<file path="src/rtl/tfs_pkg.sv">
`timescale 1ns/1ps
package tfs_pkg;
  typedef enum logic [1:0] {
    SRC_RECOV_A = 2'b00,
    SRC_SERIAL  = 2'b01,
    SRC_INTERN  = 2'b10,
    SRC_RECOV_B = 2'b11
  } clk_src_e;

  typedef struct packed {
    logic     dir_sel;
    clk_src_e src;
  } sync_cfg_t;

  localparam int CFG_W = $bits(sync_cfg_t);
endpackage

</file>
<file path="src/rtl/tfs_cfg_reg.sv">
`timescale 1ns/1ps
module tfs_cfg_reg
  import tfs_pkg::*;
(
  input  logic             clk,
  input  logic             rst_n,
  input  logic             wr_en,
  input  logic [CFG_W-1:0] wr_data,
  output sync_cfg_t        cfg_q
);
  sync_cfg_t cfg_d;

  always_comb begin
    cfg_d = cfg_q;
    if (wr_en) cfg_d = sync_cfg_t'(wr_data);
  end

  always_ff @(posedge clk or negedge rst_n) begin
    if (!rst_n) cfg_q <= '0;
    else        cfg_q <= cfg_d;
  end

  AST_CFG_HOLD: assert property (@(posedge clk) disable iff (!rst_n)
    !wr_en |=> $stable(cfg_q));
  AST_CFG_LOAD: assert property (@(posedge clk) disable iff (!rst_n)
    wr_en |=> (cfg_q == $past(wr_data)));
endmodule

</file>
<file path="src/rtl/tfs_dir_decode.sv">
`timescale 1ns/1ps
module tfs_dir_decode
  import tfs_pkg::*;
(
  input  sync_cfg_t cfg,
  output logic      drive_pads
);
  logic src_is_serial;

  always_comb begin
    src_is_serial = (cfg.src == SRC_SERIAL);
    // Select bit polarity flips with the timing source.
    if (src_is_serial) drive_pads = cfg.dir_sel;
    else               drive_pads = ~cfg.dir_sel;
  end

  always_comb begin
    AST_DIR_SERIAL: assert (!(cfg.src == SRC_SERIAL) || (drive_pads == cfg.dir_sel));
    AST_DIR_OTHER:  assert ((cfg.src == SRC_SERIAL) || (drive_pads != cfg.dir_sel));
  end
endmodule

</file>
<file path="src/rtl/tfs_counter.sv">
`timescale 1ns/1ps
module tfs_counter #(
  parameter int FRAME_BITS = 193,
  parameter int MF_FRAMES  = 24,
  localparam int BW = $clog2(FRAME_BITS),
  localparam int FW = $clog2(MF_FRAMES)
) (
  input  logic          clk,
  input  logic          rst_n,
  input  logic          ext_mode,
  input  logic          fs_in,
  input  logic          ms_in,
  output logic [BW-1:0] bit_q,
  output logic [FW-1:0] frame_q
);
  localparam logic [BW-1:0] BIT_LAST   = BW'(FRAME_BITS - 1);
  localparam logic [FW-1:0] FRAME_LAST = FW'(MF_FRAMES - 1);

  logic          ms_take, fs_take, bit_wrap, frame_step;
  logic [BW-1:0] bit_d;
  logic [FW-1:0] frame_d, frame_inc;

  always_comb begin
    ms_take    = ext_mode & ms_in;
    fs_take    = ext_mode & fs_in & ~ms_in;
    bit_wrap   = (bit_q == BIT_LAST);
    frame_inc  = (frame_q == FRAME_LAST) ? '0 : frame_q + 1'b1;
    frame_step = fs_take | bit_wrap;
    bit_d      = bit_q + 1'b1;
    frame_d    = frame_q;
    if (ms_take) begin
      bit_d   = '0;
      frame_d = '0;
    end else if (frame_step) begin
      bit_d   = '0;
      frame_d = frame_inc;
    end
  end

  always_ff @(posedge clk or negedge rst_n) begin
    if (!rst_n) begin
      bit_q   <= '0;
      frame_q <= '0;
    end else begin
      bit_q   <= bit_d;
      frame_q <= frame_d;
    end
  end

  AST_BIT_RANGE: assert property (@(posedge clk) disable iff (!rst_n)
    bit_q <= BIT_LAST);
  AST_FRAME_RANGE: assert property (@(posedge clk) disable iff (!rst_n)
    frame_q <= FRAME_LAST);
  AST_BIT_WRAP: assert property (@(posedge clk) disable iff (!rst_n)
    (bit_q == BIT_LAST) |=> (bit_q == '0));
  AST_FS_RELOAD: assert property (@(posedge clk) disable iff (!rst_n)
    (ext_mode && fs_in) |=> (bit_q == '0));
  AST_MS_RELOAD: assert property (@(posedge clk) disable iff (!rst_n)
    (ext_mode && ms_in) |=> (bit_q == '0 && frame_q == '0));
  AST_PADS_IGNORED: assert property (@(posedge clk) disable iff (!rst_n)
    (!ext_mode && bit_q != BIT_LAST) |=> (bit_q == $past(bit_q) + 1'b1));
endmodule

</file>
<file path="src/rtl/tx_fsync_ctrl.sv">
`timescale 1ns/1ps
module tx_fsync_ctrl
  import tfs_pkg::*;
#(
  parameter int FRAME_BITS = 193,
  parameter int MF_FRAMES  = 24,
  localparam int BW = $clog2(FRAME_BITS),
  localparam int FW = $clog2(MF_FRAMES)
) (
  input  logic             clk,
  input  logic             rst_n,
  input  logic             cfg_we,
  input  logic [CFG_W-1:0] cfg_wdata,
  output logic [CFG_W-1:0] cfg_rdata,
  input  logic             fsync_in,
  input  logic             msync_in,
  output logic             fsync_out,
  output logic             msync_out,
  output logic             fsync_oe,
  output logic             msync_oe,
  output logic             frame_start,
  output logic             mframe_start,
  output logic [BW-1:0]    bit_idx,
  output logic [FW-1:0]    frame_idx
);
  logic      rst_meta, rst_sync_n;
  sync_cfg_t cfg_q;
  logic      drive_pads;

  // Assert asynchronously, release on the clock.
  always_ff @(posedge clk or negedge rst_n) begin
    if (!rst_n) begin
      rst_meta   <= 1'b0;
      rst_sync_n <= 1'b0;
    end else begin
      rst_meta   <= 1'b1;
      rst_sync_n <= rst_meta;
    end
  end

  tfs_cfg_reg u_cfg (
    .clk     (clk),
    .rst_n   (rst_sync_n),
    .wr_en   (cfg_we),
    .wr_data (cfg_wdata),
    .cfg_q   (cfg_q)
  );

  tfs_dir_decode u_dir (
    .cfg        (cfg_q),
    .drive_pads (drive_pads)
  );

  tfs_counter #(.FRAME_BITS(FRAME_BITS), .MF_FRAMES(MF_FRAMES)) u_cnt (
    .clk      (clk),
    .rst_n    (rst_sync_n),
    .ext_mode (~drive_pads),
    .fs_in    (fsync_in),
    .ms_in    (msync_in),
    .bit_q    (bit_idx),
    .frame_q  (frame_idx)
  );

  always_comb begin
    cfg_rdata    = cfg_q;
    fsync_oe     = drive_pads;
    msync_oe     = drive_pads;
    frame_start  = (bit_idx == '0);
    mframe_start = frame_start & (frame_idx == '0);
    fsync_out    = drive_pads & frame_start;
    msync_out    = drive_pads & mframe_start;
  end

  AST_OUT_QUIET: assert property (@(posedge clk) disable iff (!rst_sync_n)
    !fsync_oe |-> (!fsync_out && !msync_out));
  AST_MS_IMPLIES_FS: assert property (@(posedge clk) disable iff (!rst_sync_n)
    mframe_start |-> frame_start);
  AST_OE_IN_RESET: assert property (@(posedge clk)
    !rst_n |-> (fsync_oe && msync_oe));
endmodule

</file>
<file path="config.mk">
export PLATFORM = sky130hd
export DESIGN_NAME = tx_fsync_ctrl
export DESIGN_NICKNAME = d
export VERILOG_FILES = /design/src/rtl/tfs_pkg.sv /design/src/rtl/tfs_cfg_reg.sv /design/src/rtl/tfs_dir_decode.sv /design/src/rtl/tfs_counter.sv /design/src/rtl/tx_fsync_ctrl.sv
export SDC_FILE = /design/constraint.sdc
export NUM_CORES = 1
export LEC_CHECK = 0
export BUFFER_PORTS_ARGS = -buffer_cell sky130_fd_sc_hd__buf_2
export CORE_UTILIZATION = 45
export DETAILED_ROUTE_END_ITERATION = 10
export PLACE_DENSITY = 0.73
export SLEW_MARGIN = 10
export SYNTH_ARGS = -nofsm -noshare
export SYNTH_HDL_FRONTEND = slang
export SYNTH_SLANG_ARGS = --single-unit
</file>
<file path="constraint.sdc">
create_clock -name clk -period 1.7 [get_ports clk]
set_input_delay 0.17 -clock clk [delete_from_list [all_inputs] [get_ports clk]]
set_output_delay 0.17 -clock clk [all_outputs]
set_load 0.02 [all_outputs]
</file>
# == Word level (Yosys, flattened, before mapping) ==
# Cells that the tools add are included.
# W data, S select, Z words.
# op_classes
addsub,2
n_mul,0
div,0
n_lt_le_gt_ge,0
eq_ne,3
n_shift,0
mux,6
bitwise_logic,10
n_reduce_logical,3
# ops
op,n
$mux W8,2
$mux W5,3
$add A8 B1 Y8 const B,1
$eq A8 B8 Y1 const B,1
$logic_not A8 Y1,1
$and A1 B1 Y1,6
$add A5 B1 Y5 const B,1
$eq A5 B5 Y1 const B,1
$logic_not A5 Y1,1
$not A1 Y1,3
$eq A2 B1 Y1 const B,1
$reduce_bool A2 Y1,1
$mux W1,1
$or A1 B1 Y1,1
# totals
regBits,18
latchBits,0
ram_bits,0
mem_bits_ro,0
elab_cells,30
mem_count,0

# == Longest topological paths before layout ==
# depth
word_depth,8
mapped_depth,6

# == By module ==
# A second synthesis with hierarchy kept.
# hier_totals
cells_unflattened,88
area_unflattened_um2,947.2
# by_module_without_submodules
module,instances,cells_each,area_per_inst_um2,seq_area_each_um2
tfs_counter,1,66,673.1,325.3
tx_fsync_ctrl,1,14,142.6,50.0
tfs_cfg_reg,1,6,108.9,75.1
tfs_dir_decode,1,2,22.5,0.0

# == Least setup slack after synthesis ==
# No wires, ideal clock.
# synth_path
kind,reg-to-output
startpoint,reg u_cnt.bit_q[0]
endpoint,out msync_out
arrival_ps,1817
t_required_ps,1530
path_slack_ps,-287
stages_incl_launch_ff,7
path_buffers,0
cell_sequence,dfrtp_1 inv_1 ha_1 nand3b_1 or3_4 nor4_4 and2_1
# synth_via
elab_chain_cells,3
# synth_rtl
element,line_no,text
start: declaration,tfs_counter.sv:13,"output logic [BW-1:0] bit_q,"
start signal: assignment,tfs_counter.sv:45,bit_q <= bit_d;
$logic_not A8 Y1,tx_fsync_ctrl.sv:68,frame_start = (bit_idx == '0);
$and A1 B1 Y1,tx_fsync_ctrl.sv:69,mframe_start = frame_start & (frame_idx == '0);
net mframe_start,tx_fsync_ctrl.sv:22,"output logic mframe_start,"
$and A1 B1 Y1,tx_fsync_ctrl.sv:71,msync_out = drive_pads & mframe_start;
end: declaration,tx_fsync_ctrl.sv:18,"output logic msync_out,"
# The timed path passes the listed nets, and every way through them passes these cells.

# == Worst setup path after layout ==
# layout_path
startpoint,reg u_cnt.bit_q[4]
endpoint,out fsync_out
# layout_via
elab_chain_cells,2
# layout_rtl
element,line_no,text
$logic_not A8 Y1,tx_fsync_ctrl.sv:68,
$and A1 B1 Y1,tx_fsync_ctrl.sv:70,fsync_out = drive_pads & frame_start;
end: declaration,tx_fsync_ctrl.sv:17,"output logic fsync_out,"
# No other way between the ends.

==> impl_results.html <==
<table>
<tr><th>Metric</th><th>Value</th></tr>
<tr><th colspan="2">Critical path</th></tr>
<tr><td>Kind of capture point of the worst setup path</td><td>output pin</td></tr>
<tr><td>Worst Path Max Fanout</td><td>2</td></tr>
<tr><td>Startpoint class of the critical path</td><td>flop</td></tr>
<tr><td>R2r setup slk</td><td>0.13 ns</td></tr>
<tr><td>Kind of cell with the highest combined delay on the critical path</td><td>simple AND/OR/NAND/NOR gates</td></tr>
<tr><td>Cell with the most instances on the worst path</td><td>buf_6</td></tr>
<tr><td>Length in cells of the worst reg-to-reg path</td><td>7</td></tr>
<tr><td>CP Buf/Inv Count</td><td>3</td></tr>
<tr><td>Type of the worst setup path</td><td>reg -&gt; out</td></tr>
<tr><td>CP peak stage delay</td><td>0.43 ns</td></tr>
<tr><td>Startpoint of the worst-slack reg-to-reg timing path</td><td>u_cfg.cfg_q[1]$_DFFE_PN0P_</td></tr>
<tr><td>Worst EP arrival</td><td>1.80 ns</td></tr>
<tr><td>Master of the slowest instance on the critical path</td><td>dfrtp_2</td></tr>
<tr><td>Worst reg2reg endpoint</td><td>u_cnt.frame_q[0]$_DFFE_PN0P_</td></tr>
<tr><td>Worst Path Required</td><td>1.53 ns</td></tr>
<tr><td>Critical path, cell by cell</td><td>nor3_2 -&gt; nand3b_1 -&gt; or3_4 -&gt; buf_4 -&gt; buf_6 -&gt; nor2_4 -&gt; buf_6</td></tr>
<tr><th colspan="2">Timing</th></tr>
<tr><td>Worst slew margin</td><td>58.8%</td></tr>
<tr><td>Final Max Slew Viols</td><td>0</td></tr>
<tr><td>Post-Route Skew</td><td>0.00155 ns</td></tr>
<tr><td>Slew at the pin closest to its max-slew limit</td><td>0.618 ns</td></tr>
<tr><td>Fmax achieved</td><td>508 MHz</td></tr>
<tr><td>Total count of hold-check failures in the final report</td><td>0</td></tr>
<tr><td>Tmin final</td><td>1.97 ns</td></tr>
<tr><td>Number of failing setup endpoints in the final timing report</td><td>4</td></tr>
<tr><td>Period utilization</td><td>116%</td></tr>
<tr><td>Setup slack after layout</td><td>-0.267 ns</td></tr>
<tr><td>Worst hold margin</td><td>0.110 ns</td></tr>
<tr><td>Unrepaired setup endpoints after global routing</td><td>true</td></tr>
<tr><th colspan="2">Clock network</th></tr>
<tr><td>CTS max path bufs</td><td>2</td></tr>
<tr><td>CTS Sinks</td><td>18</td></tr>
<tr><td>Number of CTS-inserted buffers</td><td>3</td></tr>
<tr><td>CTS tree</td><td>yes</td></tr>
<tr><td>Clock-pin transition on the worst setup and hold timing paths</td><td>0.10 ns</td></tr>
<tr><td>Clock latency on the worst-skew pair</td><td>0.29 ns</td></tr>
<tr><td>Cell chosen for the clock root</td><td>clkbuf_4</td></tr>
<tr><td>H-Tree Level Count</td><td>1</td></tr>
<tr><th colspan="2">Hold path</th></tr>
<tr><td>Capture endpoint of the worst hold path</td><td>u_cfg.cfg_q[2]$_DFFE_PN0P_</td></tr>
<tr><td>Hold Path Depth</td><td>2</td></tr>
<tr><td>Worst min path class</td><td>in -&gt; reg</td></tr>
<tr><td>Min-delay src</td><td>cfg_wdata[2]</td></tr>
<tr><th colspan="2">GRT</th></tr>
<tr><td>Total Routing Usage GR</td><td>20.2%</td></tr>
<tr><td>GRT overflow</td><td>0</td></tr>
<tr><td>Via count of the first global-routing pass</td><td>705</td></tr>
<tr><td>Largest net degree at the start of global routing</td><td>17</td></tr>
<tr><td>Number of antenna violations at the first check in global routing</td><td>0</td></tr>
<tr><td>Wire length of the first global-routing pass</td><td>3.02 mm</td></tr>
<tr><th colspan="2">Detailed routing</th></tr>
<tr><td>Detailed Route WL</td><td>1.91 mm</td></tr>
<tr><td>Pre-antenna DRT Iters</td><td>4</td></tr>
<tr><td>Detail-routed via count per cell</td><td>4.92</td></tr>
<tr><td>Post-detailed-route count of antenna-violating nets</td><td>0</td></tr>
<tr><td>Post-route DRC violation count</td><td>0</td></tr>
<tr><td>Via Count</td><td>787</td></tr>
<tr><td>Detailed router's first-iteration violation count</td><td>9</td></tr>
<tr><td>Routed WL per cell</td><td>11.9 µm</td></tr>
<tr><th colspan="2">Synthesis</th></tr>
<tr><td>Proportion of netlist area held by the largest area contributor</td><td>49.6%</td></tr>
<tr><td>Sequential area share after synthesis</td><td>49.6%</td></tr>
<tr><td>Number of instances in the synthesized netlist</td><td>88</td></tr>
<tr><td>Top cells by area, synth</td><td>dfrtp_1, xor2_1, ha_1, nor2_1, mux2_2</td></tr>
<tr><td>Post-synthesis instance area</td><td>908 µm²</td></tr>
<tr><td>Net count after synthesis</td><td>100</td></tr>
<tr><td>Warnings from Yosys</td><td>0</td></tr>
<tr><td>Biggest area consumer among synthesized cells</td><td>dfrtp_1</td></tr>
<tr><td>Mean instance size in the synthesized netlist</td><td>10.3 µm²</td></tr>
<tr><td>Number of register bits inferred by synthesis</td><td>18</td></tr>
<tr><td>Unique cell type count in the Yosys netlist</td><td>25</td></tr>
<tr><th colspan="2">Place</th></tr>
<tr><td>Global placer's final weighted congestion</td><td>0.778</td></tr>
<tr><td>Number of I/O port buffers</td><td>29</td></tr>
<tr><td>Placed Area</td><td>0.00116 mm²</td></tr>
<tr><td>Worst Setup Slack post-DPL</td><td>0.0109 ns</td></tr>
<tr><td>Post-detail-place hpwl</td><td>1.41 mm</td></tr>
<tr><th colspan="2">Status</th></tr>
<tr><td>Violated checks</td><td>setup timing</td></tr>
<tr><td>Outcome</td><td>finished with violations</td></tr>
<tr><th colspan="2">Floorplanning</th></tr>
<tr><td>Initial core utilization</td><td>50.4%</td></tr>
<tr><td>Horizontal die dimension</td><td>46.9 µm</td></tr>
<tr><td>Area of the die</td><td>0.00220 mm²</td></tr>
<tr><td>Die Y-Extent</td><td>46.9 µm</td></tr>
<tr><td>Core Rows</td><td>15</td></tr>
<tr><td>Count of pins on the block boundary</td><td>30</td></tr>
<tr><td>Placeable core region</td><td>0.00180 mm²</td></tr>
<tr><th colspan="2">Final layout</th></tr>
<tr><td>Relative area change from synthesis to final layout</td><td>41.0%</td></tr>
<tr><td>Fraction of layout cells with a size suffix above 1</td><td>46.7%</td></tr>
<tr><td>Multi-input gate area in the final layout</td><td>442 µm²</td></tr>
<tr><td>Nets</td><td>148</td></tr>
<tr><td>Final Instance Area</td><td>0.00128 mm²</td></tr>
<tr><td>Area of all sequential standard cells</td><td>455 µm²</td></tr>
<tr><td>Fill cell total of the finished layout</td><td>143</td></tr>
<tr><td>Diode count</td><td>0</td></tr>
<tr><th colspan="2">Pwr</th></tr>
<tr><td>Leak Pwr</td><td>0.662 nW</td></tr>
<tr><td>Peak supply drop</td><td>0.910 mV</td></tr>
<tr><td>Power density over cell area</td><td>1410 mW/mm²</td></tr>
<tr><th colspan="2">Flow run</th></tr>
<tr><td>Max-cap violations</td><td>0</td></tr>
</table>
-- where the power goes --
part	internal [mW]	total, mW	switching (mW)
clock	0.130	0.259	0.129
combinational	0.442	0.954	0.511
sequential	0.512	0.595	0.0835
total	1.08	1.81	0.724
-- through the flow --
| stage | setup TNS (ns) | utilization, % | power (mW) | cells |
|---|---|---|---|---|
| final | -0.918 | 71.1 | 1.81 | 160 |
| after global routing | -1.38 | 71.1 | 1.93 | 160 |
| after CTS | -0.957 | 69.6 | 1.78 | 157 |
| after detailed placement | 0 | 64.4 | 1.39 | 150 |
| after global placement | 0 | 64.4 | 1.37 | 150 |
| after floorplan | -0.143 | - | 1.10 | 88 |
-- area by class of cell --
type	count	share of cell area (%)
well taps	25	2.44
clock buffers	4	2.83
multi-input cells	61	34.5
repair buffers	45	22.7
flip-flops and latches	18	35.5
inverters	7	2.05
-- metal layers --
metal / up-vias / track usage (%) / share of wire, % / routed length [µm]
li1: 385 / - / - / -
met1: 374 / 26.1 / 43 / 825
met2: 26 / 34.4 / 50 / 961
met3: 2 / 2.31 / 5.2 / 100
met4: 0 / 8.57 / 1.1 / 21
met5: - / 0 / 0 / 0
-- Yosys cell counts --
cell type  number
dfrtp_1        18
nor2_1         10
inv_1           7
nand3_1         6
xor2_1          6
nand2_1         5
o21ai_0         5
ha_1            4
and2_1          3
and3_1          3
mux2_2          3
nand2b_1        2
nand3b_1        2
nor3_1          2
o2bb2ai_1       2
a22o_1          1
buf_2           1
buf_4           1
conb_1          1
nor2b_1         1
nor4_4          1
o22ai_1         1
o22ai_2         1
or3_4           1
xnor2_1         1
-- how the worst max path moves through the flow --
stage                                   startpoint         to  depth (start not counted)
after floorplan           u_cnt.bit_q[0]$_DFF_PN0_  msync_out                          6
after global placement    u_cnt.bit_q[5]$_DFF_PN0_  msync_out                          6
after detailed placement  u_cnt.bit_q[5]$_DFF_PN0_  msync_out                          6
after CTS                 u_cnt.bit_q[5]$_DFF_PN0_  msync_out                          6
after global routing      u_cnt.bit_q[4]$_DFF_PN0_  msync_out                          6
final                     u_cnt.bit_q[4]$_DFF_PN0_  fsync_out                          7
-- sequential cells by signal, indices dropped and copies added, names as in the netlist --
signal / count
u_cnt.frame_q: 5
u_cnt.bit_q: 8
rst_meta: 1
rst_sync_n: 1
u_cfg.cfg_q: 3
-- layout by cell type (no fill, tap or decap), types with 2 or more instances in the layout --
master,netlist,final
and2_1,3,2
and3_1,3,3
buf_2,1,25
buf_4,1,14
buf_6,0,4
clkbuf_4,0,3
dfrtp_1,18,14
dfrtp_2,0,4
ha_1,4,4
inv_1,7,5
inv_2,0,2
mux2_2,3,3
nand2_1,5,5
nand2b_1,2,2
nand3_1,6,6
nand3b_1,2,2
nor2_1,10,9
o21ai_0,5,5
o2bb2ai_1,2,2
xor2_1,6,6
-- cell families (layout without fill, tap and decap cells) --
family                   after synthesis  in the layout  synth area share, %
flip-flops                            18             18                 49.6
AND/OR/NAND/NOR                       36             36                 22.0
other                                  1              1                0.413
multiplexers                           3              3                 3.72
buffers and inverters                  9             56                 4.27
XOR/XNOR                               7              7                 6.75
AO/OA/AOI/OAI                         10             10                 7.71
adder cells (fa/ha/maj)                4              4                 5.51
-- what timing repair did --
| action | CTS | global route |
|---|---|---|
| endpoints found under the setup margin | 4 | 15 |
| gates cloned | 0 | 0 |
| hold endpoints to repair | 2 | 0 |
| pin swaps | 0 | 4 |
| setup buffers | 2 | 3 |
| hold buffers | 1 | 0 |
| gates resized for setup | 10 | 4 |
Note: power is estimated with default switching activity, not from simulation.
